--- src/rtl/moesi_pkg.sv ---
package moesi_pkg;

    typedef enum logic [2:0] {
        LS_INV = 3'd0,
        LS_SHR = 3'd1,
        LS_EXC = 3'd2,
        LS_OWN = 3'd3,
        LS_MOD = 3'd4
    } line_state_e;

    typedef enum logic [1:0] {
        BUS_NONE = 2'd0,
        BUS_RD   = 2'd1,
        BUS_RFO  = 2'd2,
        BUS_UPG  = 2'd3
    } bus_op_e;

    typedef enum logic [1:0] {
        CPU_RD    = 2'd0,
        CPU_WR    = 2'd1,
        CPU_EVICT = 2'd2,
        CPU_RSVD  = 2'd3
    } cpu_op_e;

    typedef enum logic {
        SNP_RD = 1'b0,
        SNP_WR = 1'b1
    } snp_op_e;

    typedef struct packed {
        line_state_e nxt;
        logic        supply;
    } snoop_res_t;

    typedef struct packed {
        line_state_e nxt;
        bus_op_e     req;
        logic        done;
        logic        wb;
    } local_res_t;

    function automatic logic is_dirty(line_state_e s);
        return (s == LS_MOD) || (s == LS_OWN);
    endfunction

endpackage

--- src/rtl/moesi_snoop_stage.sv ---
module moesi_snoop_stage
    import moesi_pkg::*;
(
    input  logic        valid,
    input  logic        op,
    input  logic        hit,
    input  line_state_e cur,
    output snoop_res_t  res
);
    always_comb begin
        res.nxt    = cur;
        res.supply = 1'b0;
        if (valid && hit) begin
            res.supply = is_dirty(cur);
            if (snp_op_e'(op) == SNP_WR) begin
                res.nxt = LS_INV;
            end else begin
                case (cur)
                    LS_MOD:  res.nxt = LS_OWN;
                    LS_EXC:  res.nxt = LS_SHR;
                    default: res.nxt = cur;
                endcase
            end
        end
    end
endmodule

--- src/rtl/moesi_local_stage.sv ---
module moesi_local_stage
    import moesi_pkg::*;
(
    input  logic        valid,
    input  logic [1:0]  op,
    input  logic        hit,
    input  line_state_e pre,
    input  logic        grant,
    input  logic        shared,
    output local_res_t  res
);
    logic miss;
    assign miss = !hit || (pre == LS_INV);

    always_comb begin
        res.nxt  = pre;
        res.req  = BUS_NONE;
        res.done = 1'b0;
        res.wb   = 1'b0;
        if (valid) begin
            case (cpu_op_e'(op))
                CPU_RD: begin
                    if (!miss) begin
                        res.done = 1'b1;
                    end else begin
                        res.req = BUS_RD;
                        if (grant) begin
                            res.done = 1'b1;
                            res.nxt  = shared ? LS_SHR : LS_EXC;
                        end
                    end
                end
                CPU_WR: begin
                    if (!miss && (pre == LS_MOD || pre == LS_EXC)) begin
                        res.done = 1'b1;
                        res.nxt  = LS_MOD;
                    end else begin
                        res.req = miss ? BUS_RFO : BUS_UPG;
                        if (grant) begin
                            res.done = 1'b1;
                            res.nxt  = LS_MOD;
                        end
                    end
                end
                CPU_EVICT: begin
                    res.done = 1'b1;
                    if (hit) begin
                        res.wb  = is_dirty(pre);
                        res.nxt = LS_INV;
                    end
                end
                default: begin
                    res.done = 1'b0;
                end
            endcase
        end
    end
endmodule

--- src/rtl/moesi_line_ctrl.sv ---
module moesi_line_ctrl
    import moesi_pkg::*;
#(
    parameter int LINES = 16,
    localparam int IDX_W = $clog2(LINES)
) (
    input  logic             clk,
    input  logic             rst,
    input  logic             cpu_valid,
    input  logic [1:0]       cpu_op,
    input  logic             cpu_hit,
    input  logic [IDX_W-1:0] cpu_idx,
    input  logic             snp_valid,
    input  logic             snp_op,
    input  logic             snp_hit,
    input  logic [IDX_W-1:0] snp_idx,
    input  logic             bus_grant,
    input  logic             bus_shared,
    output logic [1:0]       bus_req_op,
    output logic             cpu_done,
    output logic             writeback_req,
    output logic             snp_supply,
    output logic [2:0]       cpu_state_nxt
);
    line_state_e lines [LINES];
    line_state_e snp_cur;
    line_state_e cpu_pre;
    snoop_res_t  snp_res;
    local_res_t  loc_res;
    logic        same_slot;

    assign snp_cur   = lines[snp_idx];
    assign same_slot = snp_valid && (snp_idx == cpu_idx);
    // snoop result feeds the local stage first on a shared slot
    assign cpu_pre   = same_slot ? snp_res.nxt : lines[cpu_idx];

    moesi_snoop_stage u_snoop (
        .valid (snp_valid),
        .op    (snp_op),
        .hit   (snp_hit),
        .cur   (snp_cur),
        .res   (snp_res)
    );

    moesi_local_stage u_local (
        .valid  (cpu_valid),
        .op     (cpu_op),
        .hit    (cpu_hit),
        .pre    (cpu_pre),
        .grant  (bus_grant),
        .shared (bus_shared),
        .res    (loc_res)
    );

    always_ff @(posedge clk) begin
        if (rst) begin
            for (int i = 0; i < LINES; i++) lines[i] <= LS_INV;
        end else begin
            if (snp_valid && snp_hit) lines[snp_idx] <= snp_res.nxt;
            if (cpu_valid)            lines[cpu_idx] <= loc_res.nxt;
        end
    end

    assign bus_req_op    = loc_res.req;
    assign cpu_done      = loc_res.done;
    assign writeback_req = loc_res.wb;
    assign snp_supply    = snp_res.supply;
    assign cpu_state_nxt = loc_res.nxt;

    AST_SNOOP_RD_MOD_OWN: assert property (@(posedge clk) disable iff (rst)
        (snp_valid && snp_op == 1'b0 && snp_hit && lines[snp_idx] == LS_MOD
         && !(cpu_valid && cpu_idx == snp_idx))
        |=> lines[$past(snp_idx)] == LS_OWN);

    AST_SNOOP_WR_INVAL: assert property (@(posedge clk) disable iff (rst)
        (snp_valid && snp_op == 1'b1 && snp_hit && !(cpu_valid && cpu_idx == snp_idx))
        |=> lines[$past(snp_idx)] == LS_INV);

    AST_SUPPLY_NEEDS_HIT: assert property (@(posedge clk) disable iff (rst)
        snp_supply |-> (snp_valid && snp_hit && is_dirty(snp_cur)));

    AST_EVICT_CLEARS: assert property (@(posedge clk) disable iff (rst)
        (cpu_valid && cpu_op == 2'd2 && cpu_hit) |=> lines[$past(cpu_idx)] == LS_INV);

    AST_WB_ONLY_EVICT: assert property (@(posedge clk) disable iff (rst)
        writeback_req |-> (cpu_valid && cpu_op == 2'd2));

    AST_WRITE_ENDS_MOD: assert property (@(posedge clk) disable iff (rst)
        (cpu_done && cpu_op == 2'd1) |=> lines[$past(cpu_idx)] == LS_MOD);

    AST_STALL_NOT_DONE: assert property (@(posedge clk) disable iff (rst)
        (bus_req_op != 2'd0 && !bus_grant) |-> !cpu_done);

endmodule

--- config.mk ---
export PLATFORM = sky130hd
export DESIGN_NAME = moesi_line_ctrl
export DESIGN_NICKNAME = d
export VERILOG_FILES = /design/src/rtl/moesi_pkg.sv /design/src/rtl/moesi_snoop_stage.sv /design/src/rtl/moesi_local_stage.sv /design/src/rtl/moesi_line_ctrl.sv
export SDC_FILE = /design/constraint.sdc
export NUM_CORES = 1
export LEC_CHECK = 0
export BUFFER_PORTS_ARGS = -buffer_cell sky130_fd_sc_hd__buf_2
export CORE_MARGIN = 1.5
export CORE_UTILIZATION = 35
export CTS_CLUSTER_SIZE = 12
export DETAILED_ROUTE_END_ITERATION = 10
export SYNTH_ARGS = -nofsm -noshare
export SYNTH_HDL_FRONTEND = slang
export SYNTH_HIERARCHICAL = 1
export SYNTH_SLANG_ARGS = --single-unit
--- constraint.sdc ---
create_clock -name clk -period 5.4 [get_ports clk]
set_clock_uncertainty 0.1 [all_clocks]
set_input_delay 0.81 -clock clk [delete_from_list [all_inputs] [get_ports clk]]
set_output_delay 0.81 -clock clk [all_outputs]
set_load 0.1 [all_outputs]
==> results of run 1 <==
-- how the worst min path moves through the flow --
stage | from | endpoint | slack, ns | cells past startpoint
5_1_grt | snp_idx[3] | lines[1][2] | 1.14 | 3
2_1_floorplan | lines[3][2] | lines[4][2] | 1.17 | 5
3_3_place_gp | lines[1][2] | lines[4][2] | 1.37 | 5
6_report | snp_hit | lines[2][2] | 1.10 | 5
4_1_cts | snp_hit | lines[2][2] | 1.10 | 5
3_5_place_dp | lines[9][2] | lines[9][2] | 1.38 | 5
-- worst max-delay path: cells and delay by family --
family,cells,cell delay [ns]
buffers and inverters,2,0.60
AND/OR/NAND/NOR,1,0.22
multiplexers,3,1.49
AO/OA/AOI/OAI,4,1.11
-- Yosys cell counts (3+ instances only) --
cell	number	share of area, %
a211o_1	4	0.94
buf_4	3	0.61
nand3_1	3	0.40
o211ai_1	3	0.61
nand2_1	54	5.5
clkbuf_1	9	0.91
or2_2	3	0.51
nor3_1	8	1.1
mux4_1	13	9.2
inv_1	7	0.71
o31ai_1	7	1.4
buf_2	5	0.67
nand2b_1	5	0.84
xor2_1	4	0.94
a32o_1	15	4.0
a21oi_1	7	0.94
o21ai_0	40	5.4
edfxtp_1	48	39
mux2i_1	9	2.4
buf_1	5	0.51
nor2b_1	3	0.51
or3_1	5	0.84
nor2_1	28	2.8
mux4_2	13	7.9
mux2_2	3	0.91
-- metrics by stage --
step                      power (W)  util [%]  setup TNS [ns]  cells  hold WS [ns]
final                       0.00100      40.3               0    494          1.10
after global placement     0.000735      39.2               0    486          1.37
after global routing        0.00103      40.3               0    494          1.14
after floorplan            0.000645         -           -2.28    344          1.17
after CTS                  0.000998      40.3               0    494          1.10
after detailed placement   0.000737      39.2               0    486          1.38
-- cell families after synthesis --
kind of cell	Yosys count	synth area share (%)
XOR/XNOR	6	1.41
multiplexers	39	21.1
AO/OA/AOI/OAI	87	16.1
buffers and inverters	34	5.22
AND/OR/NAND/NOR	130	17.4
flip-flops	48	38.8
-- power groups by stage --
stage	sequential [W]	clock [W]	combinational (W)
after global routing	0.000437	0.000283	0.000314
after global placement	0.000444	0	0.000291
after detailed placement	0.000444	0	0.000293
final	0.000436	0.000268	0.000297
after floorplan	0.000438	0	0.000207
after CTS	0.000436	0.000268	0.000294
-- area by class of cell --
class	instances	area [um2]
clock buffers	5	68.8
clock inverters	3	46.3
fillers	986	6160
inverters	7	26.3
multi-input cells	262	2120
flip-flops and latches	48	1440
well taps	136	170
repair buffers	33	288
-- layer usage --
layer	wire length [um]	track usage [%]	part of all wire (%)	vias up
li1	-	-	-	1372
met1	4300	26.1	41	1465
met2	4720	30.0	45	195
met3	1040	4.17	9.9	44
met4	520	10.1	4.9	0
met5	0	0	0	-
-- cell usage in the layout, fill, tap and decap left out, drive strengths merged, types with 4 or more instances in the layout --
cell    synthesis  final
o31ai           7      7
a211o           4      4
or2             5      5
nor3            9      9
edfxtp         48     48
xor2            4      4
clkbuf         10      5
nand2          54     54
a32o           15     15
inv             7      8
mux2i           9      9
buf            17     33
nor2           29     29
or3             5      5
a21oi           7      7
o21ai          41     41
nand2b          5      5
mux4           27     27
==> summary.txt, run 1 <==
Power
  – Max VDD drop: between 0.1 and 0.15 mV
  – Switching Fraction: 33.0%
  – P per Cell Area: around 240 nW/um2
  – P_leak: roughly 1.4 nW
  – Net Sw Power: 0.000331 W
  – Combinational share of power: 29.7%
  – Clock share of power: 26.8%
  – Share of power burned in registers: a little over two fifths
  – Internal power: 0.000670 W

Placement
  – Post-Place Setup Slack: approximately 0.25 ns
  – Port Buffer Count: 26
  – HPWL Detailed: about 7700 um
  – Placer Congestion: 0.941
  – Dpl cell area: 4050 um2

Worst setup path
  – Crit path required time: ~4.5 ns
  – Worst r2r dst: lines[13][0]
  – Worst Setup SP: snp_idx[0]
  – Crit path max fanout: 17
  – WS Path Type: in -> out
  – Crit-path slowest cell: mux4_1
  – Worst reg2reg path depth: 11
  – CP peak stage delay: 0.63 ns
  – Critical Path Sink: cpu_state_nxt[0]
  – Nature of the critical path startpoint: primary input
  – Critical Path Sink Type: output pin
  – Reg-to-Reg Start: lines[3][0]
  – CP cell instances: buf_2, mux4_1, mux4_2, o21ba_4, o21a_1, mux2_4, o31ai_1, nand4_1, o221ai_2, buf_12
  – Flop-to-flop setup slack: 1.43 ns
  – Critical Path AT: between 4 and 5 ns

Timing
  – Period Utilization, post-route: 95.4%
  – Achievable Freq: 0.194 GHz
  – Worst-margin pin slew: 0.754 ns
  – Final slew viol count: 0
  – Final setup viols: 0
  – Minimum clock period: 5.15 ns
  – Slew HR: 49.3%
  – Final hold violations: 0
  – Fin worst setup slack: 0.249 ns
  – RSZ-0062 raised after global routing: false

Clock tree
  – CTS tree: done
  – Clock edge transition at the registers on the reported setup and hold paths: around 0.09 ns
  – Root buffer cell: clkbuf_8
  – Postcts setup bufs: 0
  – Clk Latency, worst-skew pair: between 0.3 and 0.4 ns
  – CTS resizes: 0
  – Hold-fix buffers, CTS: 0
  – CTS buffer count: 5
  – Max Buffers Root-to-Sink: 2
  – H-tree depth: 2
  – CTS Sinks: 48

Yosys
  – Ys flop type: edfxtp_1
  – Yosys cell types: 55
  – Avg Synthesized Cell Area: about 11 um2
  – Post-Syn Instances: 344
  – Yosys synthesis warning count: 6
  – Flops & latches, synth: 48
  – Register area share after synthesis: 38.8%
  – Post-synth EDFFs: 48
  – Async SR Flop Fraction: 0%
  – Synthesized Nets: 363
  – Synth Cell Area: 3720 um2

Routing
  – Avg WL per Cell: ~21 um
  – Vias post-DR: 3076
  – DRT iter0 DRCs: 334
  – First drt pass iteration count: 6
  – Antenna Nets Post-Route: 0
  – Residual DRC count: 0
  – Drt via density: 6.23
  – Post-Route WL: about 11000 um

Final layout
  – Post-route cell area: around 4200 um2
  – Antenna cell count: 0
  – Most flop-heavy register: lines
  – Final #Nets: 376
  – Share of layout cells above drive strength 1: between 20% and 30%
  – Max reg flops: 48
  – Layout area overhead: 12.0%
  – Top flop regs: lines (48)

Die
  – Die H: around 110 um
  – Core Box Area: ~10000 um2
  – I/O pin cnt: 27
  – Die Wd: 106 um
  – Initial core utilization: 36.0%
  – DIE AREA: 11200 um2
  – Cell Rows: 37

GRT
  – All-Layer GR Usage: between 10% and 20%
  – Vias in the first global route: 2968
  – Largest net degree at the start of global routing: 25
  – Initial antenna violation count: 0
  – Total gr overflow: 0
  – First-pass GRT wire length: 16500 um

Job
  – Max Cap Violations: 0

Min path
  – Worst Hold Class: in -> reg

Run status
  – Status: finished, final reports clean
(Power assumes the default switching activity.)
==> inputs of run 2 (changes only) <==
--- a/config.mk
+++ b/config.mk
@@ -5,7 +5,7 @@
 export SDC_FILE = /design/constraint.sdc
 export NUM_CORES = 1
 export LEC_CHECK = 0
-export BUFFER_PORTS_ARGS = -buffer_cell sky130_fd_sc_hd__buf_2
+export BUFFER_PORTS_ARGS = -buffer_cell sky130_fd_sc_hd__buf_4
 export CORE_MARGIN = 1.5
 export CORE_UTILIZATION = 35
 export CTS_CLUSTER_SIZE = 12
==> summary.txt, run 2 (synthesized netlist as in run 1, its figures left out) <==
Run status
  – Status: finished, final reports clean

Final layout
  – Share of layout cells above drive strength 1: 20.4%
  – Max reg flops: 48
  – Antenna cell count: 0
  – Most frequent cells in the layout: nand2_1 (54), edfxtp_1 (48), o21ai_0 (39)
  – Register area: between 1000 and 1500 um2
  – Final #Nets: around 380
  – FILL cells: 1006
  – Multi-input logic area: 2120 um2
  – Leading cell type in the layout, fill and taps excluded: nand2_1
  – Post-route cell area: 4080 um2
  – Most flop-heavy register: lines
  – Layout area overhead: 9.83%
  – Top flop regs: lines (48)

Timing
  – Worst-margin pin slew: 1.22 ns
  – Achievable Freq: 0.199 GHz
  – RSZ-0062 raised after global routing: false
  – Final hold violations: 0
  – Final setup viols: 0
  – Slew HR: 17.8%
  – Total Neg Setup Slack: 0 ns
  – Minimum clock period: 5.02 ns
  – Final slew viol count: 0
  – Period Utilization, post-route: 92.9%

Worst setup path
  – Nature of the critical path startpoint: primary input
  – Critical Path AT: 4.11 ns
  – Crit path max fanout: 17
  – Worst Setup SP: snp_idx[0]
  – CP cell instances: buf_4, mux4_2, mux4_2, o21ba_4, o21a_1, mux2_4, o31ai_1, nand4_1, o221ai_2, buf_4
  – Reg-to-Reg Start: lines[15][0]
  – Crit path required time: 4.49 ns
  – CP peak stage delay: about 0.57 ns
  – WP buf/inv: 2
  – Crit-path slowest cell: mux4_2
  – Largest delay share family, worst path: multiplexers
  – Critical Path Sink Type: output pin
  – WS Path Type: in -> out

Routing
  – Vias post-DR: 3111
  – DR WL met2: 5260 um
  – Drt via density: 6.31
  – Post-Route WL: ~11000 um
  – WL met3: 1150 um
  – DRT iter0 DRCs: just over 500
  – First drt pass iteration count: 5
  – Antenna Nets Post-Route: 0
  – Residual DRC count: 0
  – Metal-1 WL: 4410 um
  – Highest Signal Layer: met4
  – Avg WL per Cell: 22.4 um

Die
  – DIE AREA: between 10000 and 15000 um2
  – Initial core utilization: 36.0%
  – Cell Rows: 37
  – Die H: 106 um
  – Die Wd: 106 um
  – Core Box Area: 10300 um2
  – I/O pin cnt: 27

Power
  – Share of power burned in registers: 46.8%
  – Clock share of power: 22.7%
  – Power consumption: 0.000935 W
  – Combinational share of power: roughly 30%
  – Internal power: 0.000609 W
  – P per Cell Area: between 200 and 250 nW/um2
  – Max VDD drop: 0.119 mV
  – P_leak: 1.39 nW
  – Net Sw Power: 0.000326 W
  – Switching Fraction: about a third

Clock tree
  – Root buffer cell: clkbuf_8
  – CTS Sinks: 48
  – Hold-fix buffers, CTS: 0
  – CTS tree: done
  – CTS resizes: 0
  – Clock edge transition at the registers on the reported setup and hold paths: 0.09 ns
  – Max Buffers Root-to-Sink: 2
  – Clk Latency, worst-skew pair: 0.31 ns
  – CTS buffer count: 5
  – Postcts setup bufs: 0
  – H-tree depth: 2

Placement
  – Dpl cell area: 4000 um2
  – Placer Congestion: approximately 0.94
  – Port Buffer Count: 26
  – HPWL Detailed: ~7800 um

Job
  – Max Cap Violations: 0

GRT
  – Largest net degree at the start of global routing: 25
  – All-Layer GR Usage: about a fifth
  – First-pass GRT wire length: 17000 um
  – Initial antenna violation count: 0
  – Total gr overflow: 0
  – Vias in the first global route: 2964

Min path
  – Worst Hold Class: in -> reg
  – HP Start: rst
## run 2: per-stage QoR
stage	hold WS (ns)	cells	utilization, %	setup WS, ns
finish	1.01	493	39.5	0.383
floorplan	1.17	344	-	-0.361
CTS	1.01	493	39.5	0.382
global placement	1.32	485	38.7	0.410
global route	1.04	493	39.5	0.230
detailed placement	1.33	485	38.7	0.395
## run 2: worst register-to-register path: stages, from the launching register on
cell	delay [ns]
edfxtp_1	0.44
mux4_2	0.49
mux4_2	0.58
o21ba_4	0.25
o21a_1	0.18
mux2_4	0.31
xor2_2	0.22
nand2_1	0.08
a311oi_2	0.37
o221ai_2	0.18
buf_4	0.25
a32o_1	0.25
## run 2: area by class of cell
class,instances,area share (%)
Clock buffer,5,1.69
Clock inverter,3,0.337
Inverter,7,0.644
Multi-Input combinational cell,262,52.0
Sequential cell,48,35.3
Tap cell,136,4.17
Timing Repair Buffer,32,5.89
## run 2: final timing paths
check | depth (start not counted) | slack (ns) | end
setup / recovery | 10 | 0.38 | cpu_state_nxt[1]
hold / removal | 2 | 1.01 | lines[2][0]
setup reg to reg | 11 | 1.45 | lines[4][1]
hold reg to reg | 5 | 1.42 | lines[9][2]
## run 2: per-layer routing
| metal | vias up | GRT usage, % |
|---|---|---|
| met3 | 21 | 3.56 |
| met2 | 226 | 33.7 |
| li1 | 1373 | - |
| met1 | 1491 | 26.7 |
| met4 | 0 | 6.56 |
| met5 | - | 0 |
## run 2: power groups by stage
| stage | clock [W] | combinational, W | sequential (W) |
|---|---|---|---|
| 6_report | 0.000212 | 0.000285 | 0.000438 |
| 5_1_grt | 0.000226 | 0.000301 | 0.000439 |
| 4_1_cts | 0.000212 | 0.000282 | 0.000437 |
| 3_5_place_dp | 0 | 0.000281 | 0.000445 |
| 3_3_place_gp | 0 | 0.000279 | 0.000445 |
| 2_1_floorplan | 0 | 0.000207 | 0.000438 |
==> inputs of run 3 (changes only) <==
--- a/config.mk
+++ b/config.mk
@@ -6,6 +6,7 @@
 export NUM_CORES = 1
 export LEC_CHECK = 0
 export BUFFER_PORTS_ARGS = -buffer_cell sky130_fd_sc_hd__buf_4
+export CORE_ASPECT_RATIO = 0.9
 export CORE_MARGIN = 1.5
 export CORE_UTILIZATION = 35
 export CTS_CLUSTER_SIZE = 12
==> summary.txt, run 3 (synthesized netlist as in run 1, its figures left out) <==
Placement
  – Post-Place Setup Slack: around 0.36 ns
  – Port Buffer Count: 26
  – HPWL Detailed: 7750 um
  – Placer Congestion: 0.923
  – DP Cell Count: 478

Timing
  – Fin worst setup slack: 0.334 ns
  – Final slew viol count: 0
  – RSZ-0062 raised after global routing: false
  – Worst-margin pin slew: between 1 and 1.5 ns
  – Final hold violations: 0
  – Minimum clock period: 5.07 ns
  – Slew HR: 13.5%
  – Period Utilization, post-route: 93.8%
  – Final setup viols: 0
  – Achievable Freq: 0.197 GHz

GRT
  – Initial antenna violation count: 0
  – Vias in the first global route: around 2900
  – Total gr overflow: 0
  – Largest net degree at the start of global routing: 25
  – First-pass GRT wire length: 16500 um
  – All-Layer GR Usage: 19.6%

Clock tree
  – Clk Latency, worst-skew pair: roughly 0.29 ns
  – H-tree depth: 2
  – CTS buffer count: 5
  – Max Buffers Root-to-Sink: 2
  – Postcts setup bufs: 0
  – Clock edge transition at the registers on the reported setup and hold paths: 0.07 ns
  – CTS Sinks: 48
  – CTS resizes: 0
  – Root buffer cell: clkbuf_16
  – Hold-fix buffers, CTS: 0
  – CTS tree: done

Worst setup path
  – CP cell instances: buf_4, mux4_2, mux4_2, o21ba_4, o21a_1, mux2_4, o31ai_1, nand4_1, o221ai_2, buf_4
  – WS Path Type: in -> out
  – Crit path required time: 4.49 ns
  – CP peak stage delay: 0.56 ns
  – Crit path max fanout: 17
  – Nature of the critical path startpoint: primary input
  – Critical Path Sink Type: output pin
  – Largest delay share family, worst path: multiplexers
  – WP buf/inv: 2
  – Crit-path slowest cell: mux4_2
  – Critical Path AT: 4.16 ns

Die
  – DIE AREA: 11200 um2
  – Initial core utilization: 36.1%
  – Die Wd: 112 um
  – Cell Rows: 35
  – Die H: 101 um
  – I/O pin cnt: 27
  – Core Box Area: 10300 um2

Routing
  – Drt via density: 6.30
  – Post-Route WL: 10900 um
  – First drt pass iteration count: 6
  – Residual DRC count: 0
  – Antenna Nets Post-Route: 0
  – DRT iter0 DRCs: 348
  – Vias post-DR: 3060
  – Avg WL per Cell: 22.5 um

Final layout
  – Max reg flops: 48
  – Share of layout cells above drive strength 1: 20.4%
  – Cell Count, Final, Fillers Out: 486
  – Antenna cell count: 0
  – Most frequent cells in the layout: nand2_1 (54), edfxtp_1 (48), o21ai_0 (39)
  – Leading cell type in the layout, fill and taps excluded: nand2_1
  – Layout area overhead: 11.9%
  – Final #Nets: 375
  – Most flop-heavy register: lines
  – FILL cells: 965
  – Top flop regs: lines (48)
  – Post-Route Utilization: about 40%

Power
  – P_leak: 1.42 nW
  – Power consumption: 0.00108 W
  – Max VDD drop: ~0.16 mV
  – P per Cell Area: ~260 nW/um2

Run status
  – Status: finished, final reports clean

Min path
  – Worst Hold Class: in -> reg

Job
  – Max Cap Violations: 0
[run 3: stage by stage]
stage,hold WS (ns),area [um2],TNS (ns)
3_5_place_dp,1.33,3990,0
5_1_grt,1.06,4160,0
3_3_place_gp,1.32,3990,0
2_1_floorplan,1.17,3780,-2.28
6_report,1.05,4160,0
4_1_cts,1.04,4160,0
[run 3: path summary, 6_finish.rpt]
check                           cells past startpoint          from  slack (ns)                to
worst min register to register                      5  lines[10][2]        1.46       lines[5][2]
worst min-delay path                                2           rst        1.05      lines[10][2]
worst max-delay path                               10    snp_idx[0]        0.33  cpu_state_nxt[0]
worst max register to register                     11   lines[7][0]        1.47       lines[4][0]
[run 3: metal layers]
layer	track usage, %	wire length [um]
met1	26.8	4610
met2	30.2	4690
met3	4.45	1250
met4	8.28	405
met5	0	0
[run 3: cell type report]
| class | instances | area [um2] | area share (%) |
|---|---|---|---|
| Sequential cell | 48 | 1440 | 34.7 |
| Tap cell | 129 | 161 | 3.88 |
| Clock inverter | 3 | 42.5 | 1.02 |
| Clock buffer | 5 | 125 | 3.01 |
| Multi-Input combinational cell | 262 | 2120 | 51.0 |
| Timing Repair Buffer | 32 | 240 | 5.78 |
| Inverter | 7 | 26.3 | 0.632 |
[run 3: power by group]
| group | internal, W | switching (W) |
|---|---|---|
| combinational | 0.0000950 | 0.000191 |
| clock | 0.000218 | 0.000138 |
| sequential | 0.000427 | 0.0000112 |
[run 3: worst reg2reg max path: cells and delay by family, from the launching register on]
family                    cells  cell delay (ns)
muxes                         3             1.36
AOI/OAI and AO/OA             5             1.23
DFF                           1             0.44
buffers and inverters         1             0.26
xor gates and xnor gates      1             0.21
and+or+nand+nor               1             0.09
